**src/rtl/pwm4_pkg.sv**
```systemverilog
`timescale 1ns/1ps
package pwm4_pkg;
    localparam int NUM_CH       = 4;
    localparam int DATA_W       = 32;
    localparam int ADDR_W       = 12;
    localparam int VAL_W        = 16;
    localparam int PRE_W        = 4;
    localparam int MAX_PRE      = 10;

    localparam int RUN_SET_OFF  = 'h004;
    localparam int RUN_CLR_OFF  = 'h008;
    localparam int RUN_STAT_OFF = 'h00C;
    localparam int CH_BASE_OFF  = 'h200;
    localparam int CH_STRIDE    = 'h020;
    localparam int CH_CTRL_OFF  = 'h00;
    localparam int CH_DUTY_OFF  = 'h04;
    localparam int CH_PRD_OFF   = 'h08;
    localparam int CH_RETUNE_OFF = 'h10;

    localparam int INV_BIT      = 9;
    localparam int TGT_BIT      = 10;

    typedef struct packed {
        logic             tgt_prd;
        logic             inv;
        logic [PRE_W-1:0] pre;
    } ctrl_t;

    typedef enum logic [2:0] {
        SEL_NONE,
        SEL_CTRL,
        SEL_DUTY,
        SEL_PRD,
        SEL_RETUNE
    } ch_reg_e;

    typedef struct packed {
        logic [VAL_W-1:0] cnt;
        logic [VAL_W-1:0] duty;
        logic [VAL_W-1:0] prd;
        logic             pend;
        logic             wrap;
        logic             inv;
    } ch_mon_t;

    function automatic logic [PRE_W-1:0] clamp_pre(input logic [PRE_W-1:0] p);
        return (int'(p) > MAX_PRE) ? PRE_W'(MAX_PRE) : p;
    endfunction

    function automatic logic [DATA_W-1:0] ctrl_word(input ctrl_t c);
        logic [DATA_W-1:0] w;
        w = '0;
        w[PRE_W-1:0] = c.pre;
        w[INV_BIT]   = c.inv;
        w[TGT_BIT]   = c.tgt_prd;
        return w;
    endfunction
endpackage

```
**src/rtl/pwm4_decode.sv**
```systemverilog
`timescale 1ns/1ps
module pwm4_decode
    import pwm4_pkg::*;
#(
    parameter int N_CH = NUM_CH,
    parameter int AW   = ADDR_W
) (
    input  logic [AW-1:0]   addr,
    input  logic            wr,
    output logic            set_we,
    output logic            clr_we,
    output logic            stat_sel,
    output logic [N_CH-1:0] ch_sel,
    output ch_reg_e         kind
);
    localparam int STRIDE_LG = $clog2(CH_STRIDE);
    localparam int IDX_W     = (N_CH > 1) ? $clog2(N_CH) : 1;
    localparam logic [AW-1:0] CH_LO = AW'(CH_BASE_OFF);
    localparam logic [AW-1:0] CH_HI = AW'(CH_BASE_OFF + N_CH * CH_STRIDE);

    logic [AW-1:0]        off;
    logic [IDX_W-1:0]     idx;
    logic [STRIDE_LG-1:0] sub;
    logic                 in_ch;

    always_comb begin
        off      = addr - CH_LO;
        idx      = off[STRIDE_LG +: IDX_W];
        sub      = off[STRIDE_LG-1:0];
        in_ch    = (addr >= CH_LO) && (addr < CH_HI);
        set_we   = wr && (addr == AW'(RUN_SET_OFF));
        clr_we   = wr && (addr == AW'(RUN_CLR_OFF));
        stat_sel = (addr == AW'(RUN_STAT_OFF));
        ch_sel   = in_ch ? (N_CH'(1) << idx) : '0;
        case (sub)
            STRIDE_LG'(CH_CTRL_OFF):   kind = SEL_CTRL;
            STRIDE_LG'(CH_DUTY_OFF):   kind = SEL_DUTY;
            STRIDE_LG'(CH_PRD_OFF):    kind = SEL_PRD;
            STRIDE_LG'(CH_RETUNE_OFF): kind = SEL_RETUNE;
            default:                   kind = SEL_NONE;
        endcase
    end
endmodule

```
**src/rtl/pwm4_prescaler.sv**
```systemverilog
`timescale 1ns/1ps
module pwm4_prescaler
    import pwm4_pkg::*;
#(
    parameter int MAX_PRE_P = MAX_PRE
) (
    input  logic             clk,
    input  logic             rst,
    input  logic             run,
    input  logic [PRE_W-1:0] sel,
    output logic             tick
);
    localparam int PC_W = (MAX_PRE_P > 0) ? MAX_PRE_P : 1;

    logic [PC_W-1:0] pcnt_q;
    logic [PC_W-1:0] mask;

    always_comb begin
        mask = ~({PC_W{1'b1}} << sel);
        tick = run && (pcnt_q == mask);
    end

    always_ff @(posedge clk) begin
        if (rst || !run || tick) pcnt_q <= '0;
        else                     pcnt_q <= pcnt_q + PC_W'(1);
    end
endmodule

```
**src/rtl/pwm4_channel.sv**
```systemverilog
`timescale 1ns/1ps
module pwm4_channel
    import pwm4_pkg::*;
#(
    parameter int MAX_PRE_P = MAX_PRE
) (
    input  logic             clk,
    input  logic             rst,
    input  logic             run,
    input  logic             we_ctrl,
    input  logic             we_duty,
    input  logic             we_prd,
    input  logic             we_retune,
    input  logic [VAL_W-1:0] wdata,
    output ctrl_t            ctrl_q,
    output logic [VAL_W-1:0] duty_q,
    output logic [VAL_W-1:0] prd_q,
    output logic [VAL_W-1:0] hold_q,
    output logic             pwm_o,
    output ch_mon_t          mon
);
    logic             tick;
    logic             last;
    logic             wrap;
    logic             apply;
    logic             pend_q;
    logic             tgt_q;
    logic [VAL_W-1:0] cnt_q;

    pwm4_prescaler #(.MAX_PRE_P(MAX_PRE_P)) pre_i (
        .clk  (clk),
        .rst  (rst),
        .run  (run),
        .sel  (clamp_pre(ctrl_q.pre)),
        .tick (tick)
    );

    always_comb begin
        last  = (prd_q <= VAL_W'(1)) || (cnt_q == prd_q - VAL_W'(1));
        wrap  = tick && last;
        apply = pend_q && (wrap || !run);
        pwm_o = (run && (cnt_q < duty_q)) ^ ctrl_q.inv;
        mon   = '{cnt: cnt_q, duty: duty_q, prd: prd_q, pend: pend_q,
                  wrap: wrap, inv: ctrl_q.inv};
    end

    always_ff @(posedge clk) begin
        if (rst) begin
            cnt_q  <= '0;
            ctrl_q <= '0;
            duty_q <= '0;
            prd_q  <= '0;
            hold_q <= '0;
            pend_q <= 1'b0;
            tgt_q  <= 1'b0;
        end else begin
            if (!run)      cnt_q <= '0;
            else if (tick) cnt_q <= last ? '0 : cnt_q + VAL_W'(1);

            if (we_ctrl) begin
                ctrl_q.pre     <= wdata[PRE_W-1:0];
                ctrl_q.inv     <= wdata[INV_BIT];
                ctrl_q.tgt_prd <= wdata[TGT_BIT];
            end

            if (apply) begin
                if (tgt_q) prd_q  <= hold_q;
                else       duty_q <= hold_q;
            end else begin
                if (we_duty && !run) duty_q <= wdata;
                if (we_prd && !run)  prd_q  <= wdata;
            end

            if (we_retune) begin
                hold_q <= wdata;
                pend_q <= 1'b1;
                tgt_q  <= ctrl_q.tgt_prd;
            end else if (apply) begin
                pend_q <= 1'b0;
            end
        end
    end
endmodule

```
**src/rtl/pwm4_top.sv**
```systemverilog
`timescale 1ns/1ps
module pwm4_top
    import pwm4_pkg::*;
#(
    parameter int NUM_CH_P = NUM_CH
) (
    input  logic                clk,
    input  logic                rst,
    input  logic [ADDR_W-1:0]   bus_addr,
    input  logic                bus_wr,
    input  logic [DATA_W-1:0]   bus_wdata,
    output logic [DATA_W-1:0]   bus_rdata,
    output logic [NUM_CH_P-1:0] pwm_o
);
    logic                set_we;
    logic                clr_we;
    logic                stat_sel;
    logic [NUM_CH_P-1:0] ch_sel;
    ch_reg_e             kind;
    logic [NUM_CH_P-1:0] en_q;

    ctrl_t               ctrl_a [NUM_CH_P];
    logic [VAL_W-1:0]    duty_a [NUM_CH_P];
    logic [VAL_W-1:0]    prd_a  [NUM_CH_P];
    logic [VAL_W-1:0]    hold_a [NUM_CH_P];
    ch_mon_t [NUM_CH_P-1:0] mon_a;

    pwm4_decode #(.N_CH(NUM_CH_P), .AW(ADDR_W)) dec_i (
        .addr     (bus_addr),
        .wr       (bus_wr),
        .set_we   (set_we),
        .clr_we   (clr_we),
        .stat_sel (stat_sel),
        .ch_sel   (ch_sel),
        .kind     (kind)
    );

    always_ff @(posedge clk) begin
        if (rst)         en_q <= '0;
        else if (set_we) en_q <= en_q | bus_wdata[NUM_CH_P-1:0];
        else if (clr_we) en_q <= en_q & ~bus_wdata[NUM_CH_P-1:0];
    end

    for (genvar g = 0; g < NUM_CH_P; g++) begin : g_ch
        logic hit;
        assign hit = bus_wr && ch_sel[g];
        pwm4_channel ch_i (
            .clk       (clk),
            .rst       (rst),
            .run       (en_q[g]),
            .we_ctrl   (hit && (kind == SEL_CTRL)),
            .we_duty   (hit && (kind == SEL_DUTY)),
            .we_prd    (hit && (kind == SEL_PRD)),
            .we_retune (hit && (kind == SEL_RETUNE)),
            .wdata     (bus_wdata[VAL_W-1:0]),
            .ctrl_q    (ctrl_a[g]),
            .duty_q    (duty_a[g]),
            .prd_q     (prd_a[g]),
            .hold_q    (hold_a[g]),
            .pwm_o     (pwm_o[g]),
            .mon       (mon_a[g])
        );
    end

    always_comb begin
        bus_rdata = '0;
        if (stat_sel) bus_rdata[NUM_CH_P-1:0] = en_q;
        for (int i = 0; i < NUM_CH_P; i++) begin
            if (ch_sel[i]) begin
                case (kind)
                    SEL_CTRL:   bus_rdata = ctrl_word(ctrl_a[i]);
                    SEL_DUTY:   bus_rdata = DATA_W'(duty_a[i]);
                    SEL_PRD:    bus_rdata = DATA_W'(prd_a[i]);
                    SEL_RETUNE: bus_rdata = DATA_W'(hold_a[i]);
                    default:    bus_rdata = '0;
                endcase
            end
        end
    end
endmodule

```
**config.mk**
```make
export PLATFORM = sky130hd
export DESIGN_NAME = pwm4_top
export DESIGN_NICKNAME = d
export VERILOG_FILES = /design/src/rtl/pwm4_pkg.sv /design/src/rtl/pwm4_decode.sv /design/src/rtl/pwm4_prescaler.sv /design/src/rtl/pwm4_channel.sv /design/src/rtl/pwm4_top.sv
export SDC_FILE = /design/constraint.sdc
export NUM_CORES = 1
export LEC_CHECK = 0
export CAP_MARGIN = 30
export CORE_MARGIN = 10
export CORE_UTILIZATION = 35
export CTS_CLUSTER_SIZE = 8
export DETAILED_ROUTE_END_ITERATION = 6
export GPL_ROUTABILITY_DRIVEN = 0
export PLACE_DENSITY = 0.54
export SLEW_MARGIN = 0
export SYNTH_ARGS = -nofsm -noshare
export SYNTH_HDL_FRONTEND = slang
export SYNTH_HIERARCHICAL = 1
export SYNTH_SLANG_ARGS = --single-unit
```
**constraint.sdc**
```tcl
create_clock -name clk -period 5.2 [get_ports clk]
set_clock_uncertainty 0.1 [all_clocks]
set_input_delay 1.04 -clock clk [delete_from_list [all_inputs] [get_ports clk]]
set_output_delay 1.04 -clock clk [all_outputs]
set_load 0.05 [all_outputs]
```
==> key figures, run 1 <==
Timing
  – Slew HR: between 20% and 30%
  – Worst slew pin tran: 1.07 ns
  – Setup ws final: 0.0821 ns
  – # setup viols final: 0
  – Peak Freq: 0.195 GHz
  – Setup total negative slack: 0 ns
  – Unrepaired setup endpoints after global routing: false
  – Final hold violation count: 0
  – Final min period: 5.12 ns
  – Period utilization: approximately 100%
  – Slew Viols, Final: 0
  – Hold WS: around 0.4 ns

Min path
  – Class of the worst hold path: register to register
  – Hold_sp: g_ch[1].ch_i/pend_q$_SDFFE_PP0P_

Layout
  – Fraction of layout cells with a size suffix above 1: approximately 12%
  – Area grow syn2layout: 11.2%
  – FILL cells: 6145
  – # diodes: 0
  – Final layout net count: 2693
  – Finished Layout Cells: 3363

Worst setup path
  – Critical path peak fanout: 8
  – Setup CP Type: input pin to output pin
  – Startpoint Class: input pin
  – Worst Path Arrival: 3.98 ns
  – Reg2Reg Setup Slack: 1.02 ns
  – Crit path launch: bus_addr[2]
  – CP Capture Type: output pin
  – R2R Path Start: g_ch[3].ch_i/ctrl_q[3]$_SDFFE_PP0P_
  – Worst Path Required: ~4 ns

Place
  – Pre-CTS setup slack: -0.0127 ns
  – Dpl cells: 3304
  – Buffers on Ports: 50
  – Hpwl dp: 49700 um

Clocking
  – CTS Buffer Depth: 3
  – Cts-stage hold buffer count: 0
  – Root Driver: clkbuf_16
  – Reg clk slew, reported paths: 0.05 ns
  – Clk Latency, worst-skew pair: 0.59 ns
  – TritonCTS clock tree: done
  – H-tree levels: 2
  – Clk sinks: roughly 330
  – Num CTS Buffers: 47

GRT
  – Initial antenna violation count: 5
  – Overflow after GRT: 0
  – Global-route wire length before repair: 108000 um
  – GRT Overall Usage: 18.8%
  – Largest net degree at the start of global routing: 69
  – Vias in the first global route: 18129

Die
  – Die area: 72200 um^2
  – Die Height: 269 um
  – Site Rows: 91
  – I/O pins: 83
  – Chip width: 269 um
  – Initial Util: 35.2%
  – Core area: 61500 um^2

Drt
  – # DRC: 0
  – Via/cell ratio: 5.69
  – Initial drt markers: ~1800
  – Drt first pass iters: 6
  – Antenna viol nets, final: 0
  – Number of vias after detailed routing: 19120
  – Average wire per cell in the routed design: ~21 um
  – Routed WL: between 60000 and 70000 um

Power
  – Leak: around 8.4 nW
  – Pwr per Cell Area: 231 nW/um^2
  – Peak VDD IR: 0.174 mV
  – Total Power: roughly 0.0056 W

Logic synthesis
  – Ys Warns: 6
  – Synth Cell Area: 21600 um^2
  – Synth Instances: 2593
  – Avg Cell Area, Syn: 8.34 um^2

Outcome
  – Status: completed

Job
  – Max Cap Viol: 0
[sequential cells by signal, summed over array words and instances, names as in the netlist, named ones only]
signal	count
g_ch.ch_i/ctrl_q	24
g_ch.ch_i/hold_q	64
g_ch.ch_i/cnt_q	64
g_ch.ch_i/pend_q	4
g_ch.ch_i/tgt_q	4
g_ch.ch_i/prd_q	64
g_ch.ch_i/duty_q	64
g_ch.ch_i/pre_i/pcnt_q	40
[routing by layer]
layer / wire [um] / part of all wire [%] / global-route usage (%)
met2: 30500 / 44 / 28.9
met4: 1820 / 2.6 / 6.15
met5: 41 / 0.059 / 0
met1: 31200 / 45 / 25.7
met3: 6080 / 8.7 / 4.11
[layout make-up]
class	instances	area, um^2	share of cell area, %
Clock buffer	50	1200	4.98
Clock inverter	2	32.5	0.135
Timing Repair Buffer	145	1490	6.17
Sequential cell	332	6650	27.6
Inverter	110	413	1.72
Multi-Input combinational cell	1934	13300	55.3
Tap cell	790	988	4.11
[worst paths after layout]
| path | depth (start not counted) | to |
|---|---|---|
| worst max-delay path | 13 | bus_rdata[0] |
| worst max register to register | 11 | g_ch[3].ch_i/duty_q[6]$_SDFFE_PP0P_ |
| worst min register to register | 2 | g_ch[1].ch_i/pend_q$_SDFFE_PP0P_ |
| worst min-delay path | 2 | g_ch[1].ch_i/pend_q$_SDFFE_PP0P_ |
[placed cells by master, fill, tap and decap left out, types with 12 or more instances in the layout]
cell type and count:
nor2_1 506, dfxtp_1 332, mux2i_1 124, inv_1 110, xnor2_1 109, nand2_1 100
o221a_1 88, buf_4 84, ha_1 76, xor2_1 68, a22oi_1 62, o21ai_0 61
nand3_1 61, a21oi_1 48, clkbuf_16 48, nor3_2 42, nor4_1 40, o221a_2 40
and3_1 35, nor2b_1 30, clkdlybuf4s50_1 29, nand4_1 28, nand2b_1 26, nor3_1 26
or3_1 24, a21o_1 24, a31oi_1 20, buf_12 20, o21ai_1 19, nor3b_1 18
a221oi_1 16, o22ai_1 16, conb_1 16, and2_1 12, o21ai_2 12, o21bai_1 12
[report_power, final]
part           internal, W  leakage (nW)  switching, W  total [W]
combinational    0.0000729          5.14      0.000178   0.000251
clock              0.00160         0.603       0.00115    0.00275
sequential         0.00255          2.67   0.000000396    0.00255
[through the flow]
stage	cell area, um^2	util [%]
after detailed placement	22600	36.8
after floorplan	21700	-
final	24100	39.1
after global placement	22600	36.8
after CTS	23900	38.9
after global routing	24100	39.1
[critical path, stage by stage]
cell and delay (ns):
clkdlybuf4s50_1 0.42, or3_4 0.40, nor3b_2 0.19, buf_6 0.17, buf_4 0.14, nor3b_4 0.26
buf_6 0.18, a22oi_1 0.08, o21ai_2 0.11, a32oi_2 0.20, o211ai_1 0.44, buf_4 0.20
buf_12 0.13
[what timing repair did]
item | 4_1_cts | 5_1_grt
setup endpoints to repair | 3 | 12
endpoints found under the hold margin | 0 | 0
pin swaps | 2 | 7
gates resized for setup | 4 | 29
gates cloned | 0 | 2
setup buffers | 0 | 5
Note: power is estimated with default switching activity, not from simulation.
==> run 2, diff against run 1 <==
CORE_UTILIZATION = 45   (was 35)
PLACE_DENSITY = 0.65   (was 0.54)
==> key figures, run 2 (same netlist as run 1, synthesis figures left out) <==
Outcome
  – Status: completed

Min path
  – Hold Crit Depth: 2 (unchanged)
  – Class of the worst hold path: register to register

Die
  – Core area: 47600 um^2 (-23%)
  – Chip width: 239 um (-11%)
  – Die Height: 239 um (-11%)
  – I/O pins: 83 (unchanged)
  – Site Rows: 80 (-12%)
  – Die area: 57300 um^2 (-21%)
  – Initial Util: 45.4% (+10 points)

Timing
  – Final min period: 5.13 ns (+0.0110 ns)
  – Setup total negative slack: 0 ns (unchanged)
  – Slew HR: 32.7% (+4.4 points)
  – Period utilization: 98.6% (+0.21 points)
  – Peak Freq: 0.195 GHz (-0.21%)
  – Worst slew pin tran: 1.01 ns (-0.0663 ns)
  – Setup ws final: 0.0711 ns (-0.0110 ns)
  – Unrepaired setup endpoints after global routing: false
  – Slew Viols, Final: 0 (unchanged)
  – Final hold violation count: 0 (unchanged)
  – # setup viols final: 0 (unchanged)

Clocking
  – Root Driver: clkbuf_16
  – Clk sinks: 332 (unchanged)
  – Reg clk slew, reported paths: 0.05 ns (about the same)
  – TritonCTS clock tree: done
  – Cts-stage hold buffer count: 0 (unchanged)
  – CTS Buffer Depth: 3 (unchanged)
  – Num CTS Buffers: 47 (unchanged)
  – Clk Latency, worst-skew pair: 0.57 ns (-0.02 ns)
  – H-tree levels: 2 (unchanged)

Layout
  – Multi-input gate area: 13200 um^2 (-0.65%)
  – Most frequent cells in the layout: nor2_1 (506), dfxtp_1 (332), mux2i_1 (125)
  – Finished Layout Cells: 3191 (-5.1%)
  – # diodes: 0 (unchanged)
  – Final layout net count: 2696 (+0.11%)
  – Commonest non-fill, non-tap cell in the layout: nor2_1
  – Area grow syn2layout: 10.0%
  – FILL cells: 4478 (-27%)
  – Post-layout util: 50.0% (+11 points)
  – Seq. cell area: 6650 um^2 (unchanged)
  – Fraction of layout cells with a size suffix above 1: 12.0% (-0.40 points)

Power
  – Peak VDD IR: 0.201 mV (+16%)
  – Leak: 8.34 nW (-0.98%)
  – Pwr per Cell Area: 233 nW/um^2 (+1.1%)

Worst setup path
  – Worst Path Required: 4.06 ns (about the same)
  – Worst Path Arrival: 3.99 ns (about the same)
  – Startpoint Class: input pin
  – Critical path peak fanout: 12 (+4)
  – Worst Reg2Reg Path Length in Cells: 11 (unchanged)
  – CP Capture Type: output pin
  – Setup CP Type: input pin to output pin

Place
  – Dpl cells: 3137 (-5.1%)
  – Pre-CTS setup slack: -0.0266 ns (-0.0138 ns)
  – Hpwl dp: 47800 um (-3.8%)
  – Buffers on Ports: 50 (unchanged)

GRT
  – Global-route wire length before repair: 103000 um (-4.0%)
  – Overflow after GRT: 0 (unchanged)
  – GRT Overall Usage: 22.4% (+3.6 points)
  – Largest net degree at the start of global routing: 83 (+20%)
  – Initial antenna violation count: 1 (-4)
  – Vias in the first global route: 18192 (+0.35%)

Job
  – Max Cap Viol: 0 (unchanged)

Drt
  – Via/cell ratio: 6.05 (+6.5%)
  – Initial drt markers: 2156 (+21%)
  – Routed WL: 66500 um (-4.5%)
  – Antenna viol nets, final: 0 (unchanged)
  – Average wire per cell in the routed design: 20.8 um (+0.60%)
  – Drt first pass iters: 6 (unchanged)
  – Number of vias after detailed routing: 19319 (+1.0%)
  – # DRC: 0 (unchanged)
## run 2: critical path, stage by stage
cell             delay [ns]
clkdlybuf4s50_1        0.46
or3_1                  0.40
nor3b_2                0.22
buf_6                  0.18
buf_4                  0.16
nor3b_2                0.22
buf_6                  0.15
buf_4                  0.14
a22oi_1                0.07
o21ai_1                0.18
a22oi_1                0.13
o211ai_1               0.34
clkbuf_16              0.29
## run 2: per-layer routing
layer,vias up,share of wire (%),global-route usage (%),wire [um]
met4,0,2.7,6.85,1780
met2,764,45,34.8,29600
li1,9133,-,-,-
met5,-,0,0,0
met3,113,8.4,4.38,5570
met1,9309,44,30.7,29500
## run 2: layout make-up
cell class | count | share of cell area, %
multi-input combinational | 1934 | 55.5
sequential | 332 | 27.9
timing repair buffer | 148 | 6.39
clock buffer | 52 | 5.24
tap | 615 | 3.23
inverter | 110 | 1.73
## run 2: power breakdown
part / leakage [nW] / internal, W / switching (W)
combinational: 5.05 / 0.0000704 / 0.000169
sequential: 2.67 / 0.00255 / 0.000000376
clock: 0.613 / 0.00166 / 0.00111
## run 2: repair_timing
action / 4_1_cts / 5_1_grt
resized for setup: 6 / 5
setup endpoints to repair: 2 / 4
pin swaps: 2 / 1
setup buffers: 0 / 2
## run 2: final timing paths
kind | from | endpoint | slack [ns]
worst max-delay path | bus_addr[1] | bus_rdata[2] | 0.07
worst min-delay path | g_ch[2].ch_i/pend_q$_SDFFE_PP0P_ | g_ch[2].ch_i/pend_q$_SDFFE_PP0P_ | 0.40
worst max register to register | g_ch[3].ch_i/ctrl_q[3]$_SDFFE_PP0P_ | g_ch[3].ch_i/duty_q[5]$_SDFFE_PP0P_ | 1.09
worst min register to register | g_ch[2].ch_i/pend_q$_SDFFE_PP0P_ | g_ch[2].ch_i/pend_q$_SDFFE_PP0P_ | 0.40
## run 2: through the flow
step	cell area, um^2	hold WS [ns]	power [W]
final	23800	0.403	0.00555
after global routing	23800	0.435	0.00570
after CTS	23800	0.399	0.00558
after detailed placement	22500	0.390	0.00283
after global placement	22400	0.381	0.00282
after floorplan	21700	0.363	0.00272
